## src/rtl/pwr_mode_ctrl.sv

```systemverilog
module pwr_mode_ctrl #(
  parameter int IRQ_N    = 8,
  parameter int WAKE_CYC = 4,
  parameter int OST_CYC  = 1024,
  parameter int WDT_BASE = 128,
  parameter int WDT_POST = 16
) (
  input  logic             clk,
  input  logic             rst_n,
  input  logic             slp_stb,
  input  logic             clrwdt_stb,
  input  logic             cfg_wr,
  input  logic             cfg_idle_en,
  input  logic [1:0]       cfg_clk_sel,
  input  logic             ext_clk_mode,
  input  logic [IRQ_N-1:0] irq_flag,
  input  logic [IRQ_N-1:0] irq_en,
  input  logic             gie,
  input  logic             rst_req,
  input  logic             wdt_en,
  input  logic             fscm_en,
  input  logic             clk_lost,
  output logic [1:0]       mode,
  output logic             cpu_clk_en,
  output logic             per_clk_en,
  output logic             posc_en,
  output logic             intrc_en,
  output logic             osc_ready,
  output logic             take_vector,
  output logic             sys_reset,
  output logic             idle_en,
  output logic [1:0]       clk_sel
);
  localparam int WK_W = $clog2(WAKE_CYC + 1);
  localparam int OS_W = $clog2(OST_CYC + 1);
  localparam int WB_W = $clog2(WDT_BASE + 1);
  localparam int WP_W = $clog2(WDT_POST + 1);
  localparam logic [WK_W-1:0] WK_LAST = WK_W'(WAKE_CYC - 1);
  localparam logic [OS_W-1:0] OS_LAST = OS_W'(OST_CYC - 1);
  localparam logic [WB_W-1:0] WB_LAST = WB_W'(WDT_BASE - 1);
  localparam logic [WP_W-1:0] WP_LAST = WP_W'(WDT_POST - 1);
  localparam logic [1:0] M_RUN = 2'd0, M_IDLE = 2'd1, M_SLEEP = 2'd2, M_WAKE = 2'd3;
  localparam logic [1:0] SEL_INT = 2'b10;

  logic [1:0]      st;
  logic [WK_W-1:0] wk_cnt;
  logic [OS_W-1:0] ost_cnt;
  logic [WB_W-1:0] wb_cnt;
  logic [WP_W-1:0] wp_cnt;
  logic            rdy_q;
  logic            vec_pend;

  wire low_pwr  = (st == M_IDLE) || (st == M_SLEEP);
  wire pri_sel  = (clk_sel == 2'b00);
  wire irq_hit  = |(irq_flag & irq_en);
  wire wdt_clr  = !wdt_en || (slp_stb && st == M_RUN) || clrwdt_stb || (fscm_en && clk_lost);
  wire wdt_to   = !wdt_clr && (wb_cnt == WB_LAST) && (wp_cnt == WP_LAST);
  wire wake_ev  = low_pwr && (wdt_to || irq_hit);
  wire irq_wake = wake_ev && !wdt_to;
  wire wk_done  = (wk_cnt == WK_LAST);
  wire osc_ok   = !pri_sel || osc_ready;
  wire resume   = (st == M_WAKE) && wk_done && osc_ok && !rst_req;

  assign mode       = st;
  assign cpu_clk_en = (st == M_RUN);
  assign per_clk_en = (st != M_SLEEP);
  assign posc_en    = pri_sel && (st != M_SLEEP);
  assign osc_ready  = rdy_q && posc_en;
  assign intrc_en   = wdt_en || fscm_en || (st == M_WAKE) || (!pri_sel && st != M_SLEEP);

  always_ff @(posedge clk or negedge rst_n) begin
    if (!rst_n) begin
      st       <= M_RUN;
      wk_cnt   <= '0;
      vec_pend <= 1'b0;
    end else if (rst_req) begin
      st       <= M_WAKE;
      wk_cnt   <= '0;
      vec_pend <= 1'b0;
    end else begin
      case (st)
        M_RUN:   if (slp_stb) st <= idle_en ? M_IDLE : M_SLEEP;
        M_IDLE, M_SLEEP:
          if (wake_ev) begin
            st       <= M_WAKE;
            wk_cnt   <= '0;
            vec_pend <= irq_wake && gie;
          end
        default: begin
          if (!wk_done) wk_cnt <= wk_cnt + 1'b1;
          else if (osc_ok) st <= M_RUN;
        end
      endcase
    end
  end

  always_ff @(posedge clk or negedge rst_n) begin
    if (!rst_n) begin
      take_vector <= 1'b0;
      sys_reset   <= 1'b0;
    end else begin
      take_vector <= resume && vec_pend;
      sys_reset   <= wdt_to && (st == M_RUN) && !rst_req;
    end
  end

  always_ff @(posedge clk or negedge rst_n) begin
    if (!rst_n) begin
      clk_sel <= SEL_INT;
      idle_en <= 1'b0;
    end else if (rst_req) begin
      clk_sel <= SEL_INT;
    end else if (cfg_wr && st == M_RUN) begin
      clk_sel <= cfg_clk_sel;
      idle_en <= cfg_idle_en;
    end
  end

  always_ff @(posedge clk or negedge rst_n) begin
    if (!rst_n) begin
      rdy_q   <= 1'b0;
      ost_cnt <= '0;
    end else if (!posc_en) begin
      rdy_q   <= 1'b0;
      ost_cnt <= '0;
    end else if (!rdy_q) begin
      if (ext_clk_mode || ost_cnt == OS_LAST) rdy_q <= 1'b1;
      else ost_cnt <= ost_cnt + 1'b1;
    end
  end

  always_ff @(posedge clk or negedge rst_n) begin
    if (!rst_n) begin
      wb_cnt <= '0;
      wp_cnt <= '0;
    end else if (wdt_clr) begin
      wb_cnt <= '0;
      wp_cnt <= '0;
    end else if (wb_cnt == WB_LAST) begin
      wb_cnt <= '0;
      wp_cnt <= (wp_cnt == WP_LAST) ? '0 : wp_cnt + 1'b1;
    end else begin
      wb_cnt <= wb_cnt + 1'b1;
    end
  end

  a_r2_sleep_entry: assert property (@(posedge clk) disable iff (!rst_n)
    (st == M_SLEEP && $past(st) == M_RUN) |-> $past(slp_stb && !idle_en));
  a_r3_ready_with_posc: assert property (@(posedge clk) disable iff (!rst_n)
    osc_ready |-> $past(posc_en));
  a_r4_wake_cause: assert property (@(posedge clk) disable iff (!rst_n)
    (st == M_WAKE && $past(low_pwr)) |-> $past(rst_req || wdt_to || irq_hit));
  a_r5_resume_after_delay: assert property (@(posedge clk) disable iff (!rst_n)
    (st == M_RUN && $past(st) == M_WAKE) |-> $past(wk_done));
  a_r6_vector_at_resume: assert property (@(posedge clk) disable iff (!rst_n)
    take_vector |-> (cpu_clk_en && $past(st) == M_WAKE));
  a_r7_reset_from_run: assert property (@(posedge clk) disable iff (!rst_n)
    sys_reset |-> $past(st) == M_RUN);
  a_r11_wake_keeps_cfg: assert property (@(posedge clk) disable iff (!rst_n)
    (st == M_WAKE && $past(low_pwr) && !$past(rst_req)) |-> ($stable(clk_sel) && $stable(idle_en)));
endmodule

```

## config.mk

```make
export PLATFORM = sky130hd
export DESIGN_NAME = pwr_mode_ctrl
export DESIGN_NICKNAME = d
export VERILOG_FILES = /design/src/rtl/pwr_mode_ctrl.sv
export SDC_FILE = /design/constraint.sdc
export NUM_CORES = 1
export LEC_CHECK = 0
export CAP_MARGIN = 0
export CORE_ASPECT_RATIO = 1.5
export CORE_MARGIN = 3
export CORE_UTILIZATION = 45
export CTS_CLUSTER_SIZE = 10
export DETAILED_ROUTE_END_ITERATION = 10
export DONT_BUFFER_PORTS = 1
export HOLD_SLACK_MARGIN = 0.02
export PLACE_DENSITY = 0.57
export SYNTH_ARGS = -nofsm -noshare
export SYNTH_HDL_FRONTEND = slang
export SYNTH_SLANG_ARGS = --single-unit
```

## constraint.sdc

```tcl
create_clock -name clk -period 5.8 [get_ports clk]
set_input_delay 1.16 -clock clk [delete_from_list [all_inputs] [get_ports clk]]
set_output_delay 1.16 -clock clk [all_outputs]
set_load 0.01 [all_outputs]
```

==> metrics.sh <==
SYNTH_AREA_PER_CELL_SQ_UM=9.79
CTSROOTBUFFERMASTER='sky130_fd_sc_hd__clkbuf_8'
MIN_TO='wb_cnt[0]'
TIMING.CRITICAL_PATH.MAX_DELAY_FAMILY='buffers and inverters'
REG2REG_DEPTH=7
WORSTREG2REGSTART='mode[0]'
HTREEDEPTH=2
FINAL_PERIOD_MINUS_WORST_SETUP_SLACK_NS=3.25
POWER.SHARE.SEQUENTIAL_PCT=48.3
CRITPATHKIND='flop to output pin'
POWER.SWITCHING_FRACTION_PCT=30.3
N_FILL_CELL=391
WORST-SLEW-PIN-TRANSITION_NS=0.580
PATH_CELLS='inv_1 > ha_1 > inv_1 > nand2_1 > inv_1 > and2_1'
SYNTH_COMPOUND_AREA_SHARE_PCT=14.9
FINAL_COMMON_CELL='sky130_fd_sc_hd__dfrtp_1'
VIA_COUNT_OF_THE_FIRST_GLOBAL_ROUTING_PASS=1557
CTS_RESIZED=0
GRTUSAGETOTAL_PCT=17.2
CP_MAX_FO=12
POST_SYNTH_XOR_AREA_FRACTION_PCT=7.53
WL_MM=4.05
TIMING.SETUP.TNS_NS=0
CTSHOLDBUFFERS=0
POST-SYNTH-TOP-AREA-CELL='sky130_fd_sc_hd__dfrtp_1'
VDD_IR_DROP_MAX_mV=0.247
HOLD_PATH.CLASS='flop to flop'
FINAL.PERIOD_UTILIZATION_PCT=56.1
PWR-SHARE-COMB_PCT=20.8
CELL_MODE_ON_CRITICAL_PATH='sky130_fd_sc_hd__inv_1'
DETAIL_ROUTE.VIAS_PER_CELL=6.03
GRT_SETUP_UNREPAIRED='no'
ANTENNADIODECOUNT=0
PWR-SHARE-CLK_PCT=30.8
CP_DATA_REQUIRED_TIME_NS=4.64
SYNTH_TOP_FAMILY_BY_AREA='simple AND/OR/NAND/NOR gates'
TRITONCTS_CLOCK_TREE='done'
DPL.CELL_COUNT=241
MAXIMUM_NUMBER_OF_PINS_ON_ONE_NET_BEFORE_GLOBAL_ROUTE_REPAIR=37
FRACTION_OF_THE_MAPPED_NETLIST_AREA_IN_ADDER_CELLS_PCT=5.06
VIAS=1495
FIRST_PASS_ITERS=4
REG2REG_SETUP_SLACK_NS=3.07
DRT_DRC_VIOLATIONS_LEFT=0
SETUP_VIOL=0
OVERFLOW=0
SYNTH_SEQ_CELLS=36
POST-LAYOUT-TOTAL-POWER_W=0.000618
HPWLAFTERDP_MM=3.11
LAYOUT.CELLS.MOST_COMMON_LIST='35 x sky130_fd_sc_hd__dfrtp_1, 27 x sky130_fd_sc_hd__nor2_1, 13 x sky130_fd_sc_hd__nand2_1, 13 x sky130_fd_sc_hd__a21oi_1, 12 x sky130_fd_sc_hd__nand3_1'
FINAL.SETUP_SKEW_NS=0.00432
OVERALL_DIE_WIDTH_UM=60.1
INITIAL_UTILIZATION_PCT=48.2
POWER.SWITCHING_W=0.000187
POSTSYNTH.ASYNCRESETSHARE_PCT=100
CLOCK-SINKS=36
DIE_AREA_SQ_UM=5240
SYNTH-SEQ-AREA-SHARE_PCT=45.6
MIN_DELAY_PATH_DEPTH=1
CP-END-KIND='output pin'
DETAILEDROUTE.FIRSTITERATIONVIOLATIONS=45
CLK_LATENCY_NS=0.29
ROWS=28
CTS_INSERTED_BUFFERS=5
FP.COREAREA_SQ_UM=4100
FIN_CELLS=248
CRITICAL_PATH.MAX_STAGE_DELAY_NS=0.46
DIE_HEIGHT_UM=87.2
FINALMAXSLEWVIOLATIONS=0
ANTENNA_FOUND_INITIAL=0
CP_DATA_ARRIVAL_TIME_NS=2.09
NUM_IO_PINS=42
SYNTH_TOP_AREA_SHARE_PCT=44.3
POST_SYNTH_AND_OR_NAND_NOR_AREA_FRACTION_PCT=22.5
RUN_STATUS='completed'
SYNTH-MAIN-FF-CELL='sky130_fd_sc_hd__dfrtp_1'
FINALHOLDVIOLATIONS=0
SYN_AREA_SQ_UM=1980
FINAL_NETS=241
YS_TYPES=44
HOLD_START='wb_cnt[0]'
POWER_REPORT.INTERNAL_TOTAL_W=0.000431
PLACE_WORST_SETUP_SLACK_NS=2.85
ANTENNA_VIOLATING_NETS_POST_ROUTE=0
POWER.DENSITY_CELL_AREA_nW_PER_UM2=293
FIRST_PASS_GRT_WIRE_LENGTH_MM=6.87
SYNTH_ENABLE_FLOP_CELLS=0
WORST_PATH_MAX_DELAY_CELL='sky130_fd_sc_hd__dfrtp_1'
SHARE_OF_POST_ROUTE_CELLS_WITH_DRIVE_STRENGTH_ABOVE_1_PCT=7.39
POSTSYNTHCELLCOUNT=202
CRIT-REG2REG-CAPTURE='mode[0]'
P_LEAK_nW=0.974
BUFFER_PORTS.INSERTED=0
PLACEMENT.CELL_AREA_SQ_UM=2010
SYNTH-WARNING-COUNT=0
POST_SYNTHESIS_NET_COUNT=240
NORMALIZED_MAX_SLEW_MARGIN_PCT=61.4
CRITICAL_PATH_BUF_INV_COUNT=3
MAX_FREQ_MHz=307
POST-CTS-SETUP-BUFFER-COUNT=0
PLACE_CONGESTION=0.802
AREA_DELTA_SYNTH_FINAL_PCT=6.52
WIRE_PER_INST_UM=16.3
SHARE_OF_SYNTHESIZED_AREA_SPENT_ON_MULTIPLEXERS_PCT=1.58
SYNTH.AREA.TOP_CELLS='sky130_fd_sc_hd__dfrtp_1 44%, sky130_fd_sc_hd__nor2_1 5.1%, sky130_fd_sc_hd__ha_1 5.1%'
FIN_WS_NS=2.55
CLK_PIN_SLEW_NS=0.07
POST-ROUTE-CELL-AREA_SQ_UM=2110
CTS_BUFFER_DEPTH=2
DRV.MAX_CAP_VIOLATION_COUNT=0
TIMING.CRITICAL_PATH.FROM_TYPE='flop'
[kinds of logic (layout without fill, tap and decap cells)]
logic type,after synthesis,after routing
flops,36,36
compound gates,41,41
mux,3,3
fa+ha+maj,8,8
xor+xnor,17,17
buf+inv,14,15
simple gates,83,83
[registers in the layout (all words and copies together), names as in the netlist]
name         count
ost_cnt         11
wb_cnt           8
wp_cnt           5
wk_cnt           3
clk_sel          2
mode             2
idle_en          1
rdy_q            1
sys_reset        1
take_vector      1
vec_pend         1
[Yosys cell counts, types with 2 or more instances]
cell                       count
sky130_fd_sc_hd__mux2i_1       2
sky130_fd_sc_hd__nand3_1      12
sky130_fd_sc_hd__o31ai_1       2
sky130_fd_sc_hd__nand3b_1      3
sky130_fd_sc_hd__ha_1          8
sky130_fd_sc_hd__and3_1        4
sky130_fd_sc_hd__xnor2_1       9
sky130_fd_sc_hd__inv_1         8
sky130_fd_sc_hd__a21o_1        2
sky130_fd_sc_hd__o21ai_0       9
sky130_fd_sc_hd__nand2_1      13
sky130_fd_sc_hd__nor2_1       27
sky130_fd_sc_hd__a211oi_1      2
sky130_fd_sc_hd__and2_1        3
sky130_fd_sc_hd__clkbuf_1      5
sky130_fd_sc_hd__a21oi_1      13
sky130_fd_sc_hd__dfrtp_1      35
sky130_fd_sc_hd__nor4_1        3
sky130_fd_sc_hd__nand4_1       2
sky130_fd_sc_hd__a21boi_0      2
sky130_fd_sc_hd__nor3_1        3
sky130_fd_sc_hd__nor2b_1       3
sky130_fd_sc_hd__a22oi_1       4
sky130_fd_sc_hd__xor2_1        8
[worst max path at each step]
stage	start	endpoint	slack, ns	depth (start not counted)
final	mode[0]	osc_ready	2.55	6
after global routing	mode[0]	osc_ready	2.36	6
after CTS	mode[0]	osc_ready	2.52	6
after detailed placement	mode[0]	osc_ready	2.85	6
after global placement	mode[0]	osc_ready	2.88	6
after floorplan	wdt_en	intrc_en	3.18	2
[stage by stage]
step / utilization [%] / hold WS [ns]
final: 51.4 / 0.515
after detailed placement: 49.0 / 0.513
after global routing: 51.4 / 0.543
after global placement: 49.0 / 0.502
after CTS: 51.4 / 0.525
after floorplan: - / 0.472
[power by group through the flow]
stage	clock, W	combinational, W	sequential, W
global placement	0	0.000124	0.000301
CTS	0.000199	0.000130	0.000298
global route	0.000206	0.000145	0.000302
detailed placement	0	0.000130	0.000303
finish	0.000191	0.000129	0.000298
floorplan	0	0.000108	0.000296
[layer usage]
layer	vias to the layer above	GRT usage [%]	part of all wire [%]
li1	721	-	-
met1	731	20.2	40
met2	37	29.1	52
met3	6	5.19	5.9
met4	0	6.05	1.7
met5	-	0	0
[final cells by class]
type,count,area [sq um],area share [%]
clock buffers,7,96.3,4.58
inverters,8,30.0,1.43
multi-input cells,152,1020,48.5
flip-flops and latches,36,902,42.8
well taps,45,56.3,2.67
[worst reg2reg max path, delay by kind of cell, from the launching register on]
kind | cells | cell delay [ns]
compound gates | 1 | 0.55
flops | 1 | 0.46
simple gates | 4 | 1.14
fa+ha+maj | 1 | 0.42
buf+inv | 1 | 0.10
Note: power is estimated with default switching activity, not from simulation.
